File: config.mk
export PLATFORM = sky130hd
export DESIGN_NAME = crt_scan_timer
export DESIGN_NICKNAME = d
export VERILOG_FILES = /design/src/rtl/crt_timer_pkg.sv /design/src/rtl/crt_host_regs.sv /design/src/rtl/crt_scan_ctrl.sv /design/src/rtl/crt_scan_datapath.sv /design/src/rtl/crt_scan_timer.sv
export SDC_FILE = /design/constraint.sdc
export NUM_CORES = 1
export LEC_CHECK = 0
export ABC_CLOCK_PERIOD_IN_PS = 7100
export BUFFER_PORTS_ARGS = -buffer_cell sky130_fd_sc_hd__buf_4
export CORE_UTILIZATION = 30
export CTS_CLUSTER_DIAMETER = 40
export DETAILED_ROUTE_END_ITERATION = 8
export GPL_TIMING_DRIVEN = 0
export SYNTH_ARGS = -nofsm -noshare
export SYNTH_HDL_FRONTEND = slang
export SYNTH_HIERARCHICAL = 1
export SYNTH_SLANG_ARGS = --single-unit
File: constraint.sdc
create_clock -name clk -period 7.1 [get_ports clk]
set_input_delay 0 -clock clk [delete_from_list [all_inputs] [get_ports clk]]
set_output_delay 0 -clock clk [all_outputs]
set_load 0.03 [all_outputs]
File: src/rtl/crt_timer_pkg.sv
package crt_timer_pkg;
  localparam int REG_W  = 8;
  localparam int ADDR_W = 3;

  typedef enum logic [ADDR_W-1:0] {
    A_HTOT    = 3'd0,
    A_VTOT    = 3'd1,
    A_OVFL    = 3'd2,
    A_VDEND   = 3'd3,
    A_CLKMODE = 3'd4,
    A_MISC    = 3'd5,
    A_STATUS  = 3'd6,
    A_SPARE   = 3'd7
  } hostAddrE;

  typedef struct packed {
    logic cellAdv;   // last dot of a cell
    logic lineAdv;   // last dot of the last cell of a line
    logic frameAdv;  // last dot of the last line of a frame
  } scanStrobeT;
endpackage

File: src/rtl/crt_host_regs.sv
module crt_host_regs
  import crt_timer_pkg::*;
#(
  parameter int CELL_W   = 10,
  parameter int LINE_W   = 11,
  parameter int DOT_W    = 4,
  parameter int HTOT_ADD = 5,
  parameter int VTOT_ADD = 2
) (
  input  logic              clk,
  input  logic              rst,
  input  logic [ADDR_W-1:0] hostAddr,
  input  logic              wrEn,
  input  logic [REG_W-1:0]  wrData,
  input  logic              rdEn,
  input  logic              hRetrace,
  input  logic              vRetrace,
  output logic [REG_W-1:0]  rdData,
  output logic              flipClear,
  output logic [1:0]        clkSel,
  output logic [CELL_W-1:0] nextCells,
  output logic [DOT_W-1:0]  nextDots,
  output logic [LINE_W-1:0] nextLines
);
  logic [REG_W-1:0] hTotReg, vTotReg, ovflReg, vDendReg, clkModeReg, miscReg;
  logic [REG_W-1:0] statusByte;
  logic [REG_W-1:0] readMux;
  logic [CELL_W-1:0] baseCells;

  always_ff @(posedge clk) begin
    if (rst) begin
      hTotReg    <= '0;
      vTotReg    <= '0;
      ovflReg    <= '0;
      vDendReg   <= '0;
      clkModeReg <= '0;
      miscReg    <= '0;
    end else if (wrEn) begin
      case (hostAddrE'(hostAddr))
        A_HTOT:    hTotReg    <= wrData;
        A_VTOT:    vTotReg    <= wrData;
        A_OVFL:    ovflReg    <= wrData;
        A_VDEND:   vDendReg   <= wrData;
        A_CLKMODE: clkModeReg <= wrData;
        A_MISC:    miscReg    <= wrData;
        default:   ;
      endcase
    end
  end

  // Derived totals follow every register write; the datapath picks them up at its wraps.
  always_comb begin
    baseCells = CELL_W'(hTotReg) + CELL_W'(HTOT_ADD);
    nextCells = clkModeReg[3] ? (baseCells << 1) : baseCells;
    nextDots  = clkModeReg[0] ? DOT_W'(8) : DOT_W'(9);
    nextLines = LINE_W'(vTotReg)
              + (LINE_W'(ovflReg[0]) << 8)
              + (LINE_W'(ovflReg[5]) << 9)
              + LINE_W'(VTOT_ADD);
  end

  assign clkSel     = miscReg[3:2];
  assign statusByte = {4'b0000, vRetrace, 2'b00, hRetrace | vRetrace};

  always_comb begin
    case (hostAddrE'(hostAddr))
      A_HTOT:    readMux = hTotReg;
      A_VTOT:    readMux = vTotReg;
      A_OVFL:    readMux = ovflReg;
      A_VDEND:   readMux = vDendReg;
      A_CLKMODE: readMux = clkModeReg;
      A_MISC:    readMux = miscReg;
      A_STATUS:  readMux = statusByte;
      default:   readMux = '0;
    endcase
  end

  always_ff @(posedge clk) begin
    if (rst) begin
      rdData    <= '0;
      flipClear <= 1'b0;
    end else begin
      flipClear <= rdEn && (hostAddr == A_STATUS);
      if (rdEn) rdData <= readMux;
    end
  end

  AST_FLIP_AFTER_READ: assert property (@(posedge clk) disable iff (rst)
    (rdEn && hostAddr == A_STATUS) |=> flipClear);
  AST_FLIP_SINGLE: assert property (@(posedge clk) disable iff (rst)
    (flipClear && !$past(rdEn)) |-> 1'b0);
  AST_STATUS_SHAPE: assert property (@(posedge clk) disable iff (rst)
    flipClear |-> (rdData[7:4] == 4'b0 && rdData[2:1] == 2'b0 && (!rdData[3] || rdData[0])));
  AST_CLKSEL_WRITE: assert property (@(posedge clk) disable iff (rst)
    (wrEn && hostAddr == A_MISC) |=> (clkSel == $past(wrData[3:2])));
endmodule

File: src/rtl/crt_scan_ctrl.sv
module crt_scan_ctrl
  import crt_timer_pkg::*;
#(
  parameter int DOT_W = 4
) (
  input  logic             clk,
  input  logic             rst,
  input  logic             dotEn,
  input  logic [DOT_W-1:0] actDots,
  input  logic             cellLast,
  input  logic             lineLast,
  output scanStrobeT       strobes
);
  logic [DOT_W-1:0] dotCnt;
  logic             dotLast;

  assign dotLast          = (dotCnt == actDots - DOT_W'(1));
  assign strobes.cellAdv  = dotEn && dotLast;
  assign strobes.lineAdv  = strobes.cellAdv && cellLast;
  assign strobes.frameAdv = strobes.lineAdv && lineLast;

  always_ff @(posedge clk) begin
    if (rst)                  dotCnt <= '0;
    else if (strobes.cellAdv) dotCnt <= '0;
    else if (dotEn)           dotCnt <= dotCnt + DOT_W'(1);
  end

  AST_DOT_RANGE: assert property (@(posedge clk) disable iff (rst)
    dotCnt < actDots);
  AST_DOT_IDLE: assert property (@(posedge clk) disable iff (rst)
    !dotEn |=> $stable(dotCnt));
endmodule

File: src/rtl/crt_scan_datapath.sv
module crt_scan_datapath
  import crt_timer_pkg::*;
#(
  parameter int CELL_W   = 10,
  parameter int LINE_W   = 11,
  parameter int DOT_W    = 4,
  parameter int HTOT_ADD = 5,
  parameter int VTOT_ADD = 2,
  parameter int VRET_LINES = 2
) (
  input  logic              clk,
  input  logic              rst,
  input  scanStrobeT        strobes,
  input  logic [CELL_W-1:0] nextCells,
  input  logic [DOT_W-1:0]  nextDots,
  input  logic [LINE_W-1:0] nextLines,
  output logic [CELL_W-1:0] cellIdx,
  output logic [LINE_W-1:0] lineIdx,
  output logic [DOT_W-1:0]  actDots,
  output logic              cellLast,
  output logic              lineLast,
  output logic              hRetrace,
  output logic              vRetrace
);
  logic [CELL_W-1:0] actCells;
  logic [LINE_W-1:0] actLines;

  assign cellLast = (cellIdx == actCells - CELL_W'(1));
  assign lineLast = (lineIdx == actLines - LINE_W'(1));
  assign hRetrace = cellLast;
  assign vRetrace = (lineIdx < LINE_W'(VRET_LINES));

  // Horizontal shadow: cell counter and its totals, reloaded at line wrap.
  always_ff @(posedge clk) begin
    if (rst) begin
      cellIdx  <= '0;
      actCells <= CELL_W'(HTOT_ADD);
      actDots  <= DOT_W'(9);
    end else if (strobes.lineAdv) begin
      cellIdx  <= '0;
      actCells <= nextCells;
      actDots  <= nextDots;
    end else if (strobes.cellAdv) begin
      cellIdx  <= cellIdx + CELL_W'(1);
    end
  end

  // Vertical shadow: line counter and its total, reloaded at frame wrap.
  always_ff @(posedge clk) begin
    if (rst) begin
      lineIdx  <= '0;
      actLines <= LINE_W'(VTOT_ADD);
    end else if (strobes.frameAdv) begin
      lineIdx  <= '0;
      actLines <= nextLines;
    end else if (strobes.lineAdv) begin
      lineIdx  <= lineIdx + LINE_W'(1);
    end
  end

  AST_CELL_RANGE: assert property (@(posedge clk) disable iff (rst)
    cellIdx < actCells);
  AST_LINE_RANGE: assert property (@(posedge clk) disable iff (rst)
    lineIdx < actLines);
  AST_HTOTAL_HELD: assert property (@(posedge clk) disable iff (rst)
    !strobes.lineAdv |=> ($stable(actCells) && $stable(actDots)));
  AST_VTOTAL_HELD: assert property (@(posedge clk) disable iff (rst)
    !strobes.frameAdv |=> $stable(actLines));
  AST_FRAME_START: assert property (@(posedge clk) disable iff (rst)
    strobes.frameAdv |=> (vRetrace && lineIdx == '0));
endmodule

File: src/rtl/crt_scan_timer.sv
module crt_scan_timer
  import crt_timer_pkg::*;
#(
  parameter int CELL_W     = 10,
  parameter int LINE_W     = 11,
  parameter int HTOT_ADD   = 5,
  parameter int VTOT_ADD   = 2,
  parameter int VRET_LINES = 2
) (
  input  logic              clk,
  input  logic              rst,
  input  logic              dotEn,
  input  logic [2:0]        hostAddr,
  input  logic              wrEn,
  input  logic [7:0]        wrData,
  input  logic              rdEn,
  output logic [7:0]        rdData,
  output logic              flipClear,
  output logic [1:0]        clkSel,
  output logic              hRetrace,
  output logic              vRetrace,
  output logic [CELL_W-1:0] cellIdx,
  output logic [LINE_W-1:0] lineIdx
);
  localparam int DOT_W = 4;

  scanStrobeT        strobes;
  logic [CELL_W-1:0] nextCells;
  logic [DOT_W-1:0]  nextDots;
  logic [LINE_W-1:0] nextLines;
  logic [DOT_W-1:0]  actDots;
  logic              cellLast, lineLast;

  crt_host_regs #(
    .CELL_W(CELL_W), .LINE_W(LINE_W), .DOT_W(DOT_W),
    .HTOT_ADD(HTOT_ADD), .VTOT_ADD(VTOT_ADD)
  ) u_regs (
    .clk(clk), .rst(rst), .hostAddr(hostAddr), .wrEn(wrEn), .wrData(wrData),
    .rdEn(rdEn), .hRetrace(hRetrace), .vRetrace(vRetrace), .rdData(rdData),
    .flipClear(flipClear), .clkSel(clkSel), .nextCells(nextCells),
    .nextDots(nextDots), .nextLines(nextLines)
  );

  crt_scan_ctrl #(.DOT_W(DOT_W)) u_ctrl (
    .clk(clk), .rst(rst), .dotEn(dotEn), .actDots(actDots),
    .cellLast(cellLast), .lineLast(lineLast), .strobes(strobes)
  );

  crt_scan_datapath #(
    .CELL_W(CELL_W), .LINE_W(LINE_W), .DOT_W(DOT_W),
    .HTOT_ADD(HTOT_ADD), .VTOT_ADD(VTOT_ADD), .VRET_LINES(VRET_LINES)
  ) u_dp (
    .clk(clk), .rst(rst), .strobes(strobes), .nextCells(nextCells),
    .nextDots(nextDots), .nextLines(nextLines), .cellIdx(cellIdx),
    .lineIdx(lineIdx), .actDots(actDots), .cellLast(cellLast),
    .lineLast(lineLast), .hRetrace(hRetrace), .vRetrace(vRetrace)
  );
endmodule

; Yosys cells after proc, flatten, opt, wreduce, memory -nomap -nowiden
; Cells that the tools add are included.
[op_classes]
add_sub_neg = 10
mul = 0
div = 0
order_cmp = 1
eq_ne = 9
shift = 0
muxes = 3
bitwise_logic = 1
n_reduce_logical = 14
[op_table]
columns = cell, n
row1 = $pmux 8 s7, 1
row2 = $reduce_and 2->1, 6
row3 = $add 11x1->11 const B, 1
row4 = $add 11x10->11, 1
row5 = $add 11x2->11 const B, 1
row6 = $eq 11x11->1, 1
row7 = $lt 11x2->1 const B, 1
row8 = $sub 11x1->11 const B, 1
row9 = $add 10x1->10 const B, 1
row10 = $add 8x9->10, 1
row11 = $eq 10x10->1, 1
row12 = $mux 10, 1
row13 = $sub 10x1->10 const B, 1
row14 = $add 8x3->9 const B, 1
row15 = $eq 3x3->1 const B, 3
row16 = $eq 3x2->1 const B, 2
row17 = $reduce_or 2->1, 3
row18 = $add 4x1->4 const B, 1
row19 = $eq 4x4->1, 1
row20 = $logic_and 1x1->1, 4
row21 = $sub 4x1->4 const B, 1
row22 = $eq 3x1->1 const B, 1
row23 = $logic_not 3->1, 1
row24 = $mux 1, 1
row25 = $or 1x1->1, 1
[totals]
regBits = 107
latchBits = 0
ram_bits = 0
mem_bits_ro = 0
output_inout_bits = 34
memories = 0

; Logic depth before layout (Yosys ltp)
; Gate-level depths: netlist of the first run.
[depth]
ltp_word = 6
depth_mapped = 14
mapped_depth_nobuf = 12

; Cells and area by module
; The synthesis of the first run kept the hierarchy.
[by_module_without_submodules]
columns = mod, n_inst, cells_per_inst, area_per_inst_um2
row1 = crt_host_regs, 1, 407, 3154.3
row2 = crt_scan_datapath, 1, 282, 2449.8
row3 = crt_scan_ctrl, 1, 31, 296.5

; Worst setup path after synthesis of the first run
; OpenSTA, ideal clock, no wires.
[synth_timing]
path_type = reg2reg
startpoint = reg u_dp.cellIdx[8]
endpoint = reg u_dp.actCells[2]
setup_ns = 0.117
t_arrival_ns = 2.990
slack_ns = 3.993
path_stages_with_launch = 11
path_buffers = 2
cell_sequence = dfxtp_1 -> xnor2_2 -> or4b_1 -> o32ai_1 -> a31oi_1 -> a2111oi_2 -> and4_2 -> clkbuf_1 -> buf_2 -> mux2i_1 -> nand2_1
[synth_lines]
columns = item, line
row1 = from (decl), crt_scan_datapath.sv:17  ; output logic [CELL_W-1:0] cellIdx,
row2 = from (signal assigned), crt_scan_datapath.sv:44  ; cellIdx <= cellIdx + CELL_W'(1);
row3 = to (signal assigned), crt_scan_datapath.sv:37  ; actCells <= CELL_W'(HTOT_ADD);
row4 = to (signal assigned), crt_scan_datapath.sv:41  ; actCells <= nextCells;
row5 = to (decl), crt_scan_datapath.sv:25  ; logic [CELL_W-1:0] actCells;

==> impl_metrics.tcl, run 1 <==
set metrics [dict create \
    finalClockSkew_ns 0.00814 \
    grtUsageMet2_pct 24.8 \
    gp_congestion 0.879 \
    cellLeakagePower_uw 0.00257 \
    track_usage_pct 15.7 \
    avgViaCountPerCell 4.95 \
    first_iter_violations 339 \
    dpl_cell_area_sq_um 6580 \
    hold_class "input pin to flop" \
    ys.flop_type "dfxtp_1" \
    ir_drop_mv 0.115 \
    synth_top_family_by_area "simple AND/OR/NAND/NOR gates" \
    muxShareOfSynthArea_pct 7.65 \
    synthAdderAreaFrac_pct 1.70 \
    clk_path_buf_depth 2 \
    worst_pin_slew_ns 0.935 \
    dp_worst_setup_slack_ns 3.13 \
    cts_root_buf "clkbuf_16" \
    diodes 0 \
    clk_latency_ns 0.36 \
    use_met1_pct 21.4 \
    drive_gt1_share_pct 15.8 \
    avgSynthCellArea_sq_um 8.20 \
    core_sq_um 19000 \
    cts_tree "yes" \
    yosys_warnings 6 \
    synth_compound_area_share_pct 16.2 \
    synth_cells 720 \
    synthXorXnorAreaFrac_pct 8.44 \
    rows 50 \
    outcome "completed" \
    area_growth_pct 18.8 \
    clkSlewWorstSetupHoldPaths_ns 0.08 \
    critPathLaunchType "flop" \
    clock_sinks 107 \
    multi_input_area_sq_um 3430 \
    seqCellArea_sq_um 2140 \
    routed_wl_mm 15.5 \
    drc 0 \
    worst_slack_ns 3.20 \
    critical_path_class "flop to flop" \
    period_needed_ns 3.90 \
    fin_area_sq_um 7010 \
    wl_per_cell_um 14.7 \
    p_per_area_nw_per_um2 177 \
    nFillCells 2020 \
    numCtsBuffers 9 \
    initial_core_util_pct 31.0 \
    overflow 0 \
    cts_setup_buffers 0 \
    grt_max_degree 19 \
    endpoint_kind "flop" \
    port_buffers 46 \
    crit_required_ns 7.33 \
    min_period_over_period_pct 54.9 \
    setup_viol 0 \
    htreeDepth 3 \
    grt_antenna_before_repair 0 \
    max_clock_freq_ghz 0.256 \
    synth_area_leaders "dfxtp_1 (36%), nand2_1 (8.8%), mux2i_1 (5.9%)" \
    ys_seq_elements 107 \
    arrival_ns 4.13 \
    drv_cap 0 \
    vias 5223 \
    hold_violations 0 \
    ys_types 76 \
    nets 815 \
    dr.pass1.iters 4 \
    die_h_um 142 \
    io_pins 50 \
    synth_top_cell_area_share_pct 36.3 \
    relSlewSlack_pct 37.1 \
    grt.busiest_layer "met2" \
    synth_top_area_cell "dfxtp_1" \
    grt_pass1_vias 4806 \
    die_x_um 142 \
    fin_tns_setup_ns 0 \
    hpwl_mm 11.1 \
    cts_resized 0 \
    slew_violations 0 \
    worstPathMaxFanout 10 \
    met3_usage_pct 3.10 \
    ant_nets 0 \
    die_area_sq_um 20200 \
    yosys.area_share.simple_pct 23.9 \
    synth_edf_count 0 \
    syn_area_sq_um 5900 \
    rsz0062_at_grt "false" \
    yosysSeqAreaShare_pct 36.3 \
    grt_pass1_wl_mm 25.1 \
    postSynth.asyncResetShare_pct 0 \
]
[state kept, by name (all words and copies together), names as in the netlist]
name,flops
u_ctrl/dotCnt,4
u_dp/actCells,10
u_dp/actDots,4
u_dp/actLines,11
u_dp/cellIdx,10
u_dp/lineIdx,11
u_regs/clkModeReg,8
u_regs/flipClear,1
u_regs/hTotReg,8
u_regs/miscReg,8
u_regs/ovflReg,8
u_regs/rdData,8
u_regs/vDendReg,8
u_regs/vTotReg,8
[synthesized netlist by cell type, types with 9 or more instances]
cell,instances
a21oi_1,67
and3_1,9
buf_2,11
buf_4,10
clkbuf_1,13
dfxtp_1,107
inv_1,15
mux2i_1,35
nand2_1,138
nand3_1,15
nor2_1,65
nor3_1,12
o21ai_0,23
xnor2_1,29
xor2_1,26
[per-stage QoR]
step	util (%)	total power, uW	instances	hold slack (ns)
2_1_floorplan	-	693	721	0.0721
3_3_place_gp	34.6	728	1027	0.254
3_5_place_dp	34.6	729	1027	0.259
4_1_cts	36.8	1260	1056	0.139
5_1_grt	36.8	1290	1056	0.171
6_report	36.8	1240	1056	0.159
[layout make-up]
class,count,share of cell area [%]
sequential,107,30.6
clock inverter,6,1.05
tap,260,4.64
multi-input combinational,554,48.9
buffer,44,3.95
timing repair buffer,59,6.78
clock buffer,10,3.27
inverter,16,0.857
[critical path, stage by stage, from the launching register on]
cell and delay [ns]:
dfxtp_1 0.36, inv_1 0.09, ha_1 0.19, nand2b_1 0.16
or4b_1 0.49, o32ai_1 0.13, a31oi_1 0.09, a2111oi_2 0.68
and4_2 0.38, clkbuf_1 0.51, buf_2 0.42, mux2i_1 0.23
nor2_1 0.05
[cell families after synthesis]
family,after synthesis
compound gates,146
xor+xnor,56
simple gates,298
mux,43
buf+inv,60
fa+ha+maj,8
flops,107
other cells,2
[routing by layer]
metal / vias up / wire [um]
met3: 16 / 641
li1: 2639 / -
met4: 0 / 217
met1: 2460 / 7440
met2: 108 / 7230
met5: - / 0
[power breakdown]
part / internal, uW / switching [uW] / total [uW]
logic: 41.2 / 64.3 / 105
registers: 609 / 8.25 / 617
clock network: 278 / 239 / 517
[path summary, 6_finish.rpt]
path                                    startpoint                 end  slack, ns  depth (start not counted)
worst max-delay path              u_dp/actCells[0]     u_dp/actDots[1]       3.20                         12
worst min-delay path                          wrEn   u_regs/vTotReg[5]       0.16                          5
worst max register to register    u_dp/actCells[0]     u_dp/actDots[1]       3.20                         12
worst min register to register  u_regs/vDendReg[5]  u_regs/vDendReg[5]       0.46                          2
[placed cells by master (no fill, tap or decap), drive strengths merged, types with 4 or more instances in the layout]
cell and instances:
ha 8, and2 4, nor2 70, dlygate4sd3 13, a21oi 67, clkbuf 23, xor2 26, o21ai 26
xnor2 30, nand4 7, or3 6, and3 10, mux2i 35, and4 5, o211ai 6, nand2 139
nor3 16, dfxtp 107, a31oi 4, a311oi 4, a221oi 6, clkinv 5, buf 77, nor4 4
nand3 15, inv 16, nand2b 6, mux2 8
[what timing repair did]
| action | in CTS | in global routing |
|---|---|---|
| setup endpoints to repair | 0 | 0 |
| hold buffers | 13 | 0 |
| hold endpoints to repair | 55 | 0 |
Power figures use the tool's default switching activity.
==> inputs of run 2 (changes only) <==
--- a/config.mk
+++ b/config.mk
@@ -5,7 +5,8 @@
 export SDC_FILE = /design/constraint.sdc
 export NUM_CORES = 1
 export LEC_CHECK = 0
-export ABC_CLOCK_PERIOD_IN_PS = 7100
+export ABC_AREA = 1
+export ABC_CLOCK_PERIOD_IN_PS = 3500
 export BUFFER_PORTS_ARGS = -buffer_cell sky130_fd_sc_hd__buf_4
 export CORE_UTILIZATION = 30
 export CTS_CLUSTER_DIAMETER = 40
==> constraint.sdc (replaced) <==
create_clock -name clk -period 3.5 [get_ports clk]
set_input_delay 0 -clock clk [delete_from_list [all_inputs] [get_ports clk]]
set_output_delay 0 -clock clk [all_outputs]
set_load 0.03 [all_outputs]
==> run 2 against run 1 <==
Net effect: final cell count increased by 18%; wire length increased by 1.9%; global-route usage up 0.51 points; critical path type unchanged; critical endpoint is now u_dp/lineIdx[0]; highest routed layer unchanged.
==> impl_metrics.tcl, run 2 <==
set metrics [dict create \
    grt_antenna_before_repair 0 \
    arrival_ns 3.15 \
    slew_violations 0 \
    avgViaCountPerCell 4.69 \
    post-synth-top-count-cell "nand2_1" \
    power_frac_seq_pct 49.6 \
    p_per_area_nw_per_um2 353 \
    synth_common_cells "nand2_1 (245), nor2_1 (120), dfxtp_1 (107)" \
    max_clock_freq_ghz 0.342 \
    routed_wl_mm 15.8 \
    numCtsBuffers 9 \
    clk_latency_ns 0.36 \
    grt_pass1_wl_mm 26.2 \
    outcome "completed" \
    period_needed_ns 2.93 \
    overflow 0 \
    hold_violations 0 \
    endpoint_kind "flop" \
    nets 1003 \
    drc 0 \
    rows 51 \
    largest_registers "u_dp/actLines (11), u_dp/lineIdx (11)" \
    crit_required_ns 3.73 \
    dr.pass1.iters 5 \
    synth_top_cell_area_share_pct 35.4 \
    initial_core_util_pct 30.9 \
    cts_setup_buffers 0 \
    critPathLaunchType "flop" \
    avgSynthCellArea_sq_um 6.64 \
    core_sq_um 19600 \
    ir_drop_mv 0.247 \
    diodes 0 \
    port_buffers 46 \
    clock_sinks 107 \
    holdPathStages 3 \
    cts_tree "yes" \
    ys_seq_elements 107 \
    grt_pass1_vias 5283 \
    die_x_um 144 \
    rsz0062_at_grt "false" \
    track_usage_pct 16.2 \
    first_iter_violations 378 \
    syn_area_sq_um 6050 \
    io_pins 50 \
    relSlewSlack_pct 56.1 \
    postSynth.asyncResetShare_pct 0 \
    seqCellArea_sq_um 2140 \
    finalClockSkew_ns 0.00643 \
    drv_cap 0 \
    area_growth_pct 18.0 \
    multi_input_area_sq_um 3330 \
    synth_area_leaders "dfxtp_1 (35%), nand2_1 (15%), nor2_1 (7.4%)" \
    wl_per_cell_um 12.7 \
    cts_root_buf "clkbuf_16" \
    worst_slack_ns 0.573 \
    vias 5861 \
    htreeDepth 3 \
    yosys_warnings 6 \
    power_switching_uw 640 \
    clkSlewWorstSetupHoldPaths_ns 0.08 \
    clkPwrFrac_pct 42.5 \
    ant_nets 0 \
    swShare_pct 25.3 \
    min_period_over_period_pct 83.6 \
    worst_pin_slew_ns 0.658 \
    gp_congestion 0.861 \
    critical_path_class "flop to flop" \
    worstPathMaxFanout 10 \
    synth_edf_count 0 \
    p_int_uw 1880 \
    synth_cells 911 \
    yosysSeqAreaShare_pct 35.4 \
    synth_top_area_cell "dfxtp_1" \
    setup_viol 0 \
    die_h_um 144 \
    die_area_sq_um 20800 \
    drive_gt1_share_pct 13.1 \
    hpwl_mm 11.9 \
    fin_tns_setup_ns 0 \
    ys_types 37 \
    layout.cells.most_common "nand2_1" \
    comb_power_share_pct 7.9 \
    hold_class "input pin to flop" \
    cellLeakagePower_uw 0.00316 \
    layout_common_cells "nand2_1 (245), nor2_1 (120), dfxtp_1 (107)" \
    dp_worst_setup_slack_ns 0.548 \
    nFillCells 2137 \
    rr_worst_depth 18 \
    clk_path_buf_depth 2 \
    ys.flop_type "dfxtp_1" \
    grt_max_degree 19 \
    post-route-util_pct 36.5 \
]
-- run 2: changes by cell type in the layout (fill, tap and decap cells not counted), moves of 18 or more --
cell     before  now
xnor2_1      29   11
inv_1        15   89
nand4_1       7   38
nand2_1     138  245
nor2_1       65  120
mux2i_1      35    2
nand3_1      15   58
-- run 2: power by group through the flow --
stage	Clock, uW	Sequential, uW	Combinational, uW
after global placement	0	1280	186
after CTS	1110	1250	197
final	1070	1250	199
after floorplan	0	1280	118
after global routing	1150	1260	217
after detailed placement	0	1280	188
-- run 2: kinds of logic after synthesis --
kind of cell               synth area share [%]
DFF                                        35.4
and+or+nand+nor                            36.9
xor gates and xnor gates                   4.20
other                                     0.124
muxes                                     0.331
AOI/OAI and AO/OA                          11.7
buffers and inverters                      9.71
adders and majority gates                  1.65
-- run 2: timing repair --
action / CTS / global route
endpoints found under the hold margin: 49 / 0
resized for setup: 0 / 0
hold buffers: 10 / 0
-- run 2: layer usage --
layer	GRT usage (%)	wire, um	up-vias
met3	3.25	756	18
met2	26.0	6900	144
met5	0	0	-
li1	-	-	3083
met1	21.9	7970	2616
met4	4.59	196	0
-- run 2: layout make-up --
class / count / area share, %
inverters: 96 / 5.04
clock buffers: 10 / 3.34
multi-input cells: 666 / 46.6
clock inverters: 6 / 1.02
flip-flops and latches: 107 / 30.0
repair buffers: 56 / 6.23
plain buffers: 43 / 3.19
well taps: 265 / 4.64
-- run 2: through the flow --
step / power [uW] / area, sq um / std cells / hold slack, ns
finish: 2520 / 7150 / 1249 / 0.0586
CTS: 2560 / 7150 / 1249 / 0.0437
floorplan: 1400 / 6060 / 912 / 0.0997
detailed placement: 1470 / 6730 / 1223 / 0.322
global placement: 1470 / 6730 / 1223 / 0.309
global route: 2620 / 7150 / 1249 / 0.0848
-- run 2: worst paths after layout --
path,slack [ns],to,startpoint
max,0.57,u_dp/lineIdx[0],u_dp/actCells[0]
min reg2reg,0.47,u_regs/ovflReg[2],u_regs/ovflReg[2]
min,0.06,u_regs/rdData[7],rdEn
max reg2reg,0.57,u_dp/lineIdx[0],u_dp/actCells[0]
-- run 2: critical path, cell delays in order (launching register included) --
cell	delay [ns]
dfxtp_1	0.33
inv_1	0.17
ha_1	0.24
nand2_1	0.08
nor2_1	0.22
nand2_1	0.11
nand2_1	0.08
nand3_1	0.06
nand2_1	0.07
nand3_1	0.07
nor2_1	0.22
nand3_1	0.18
nor2_1	0.12
buf_2	0.20
inv_1	0.10
nand2_1	0.20
inv_1	0.18
o21ai_0	0.11
a21oi_1	0.05
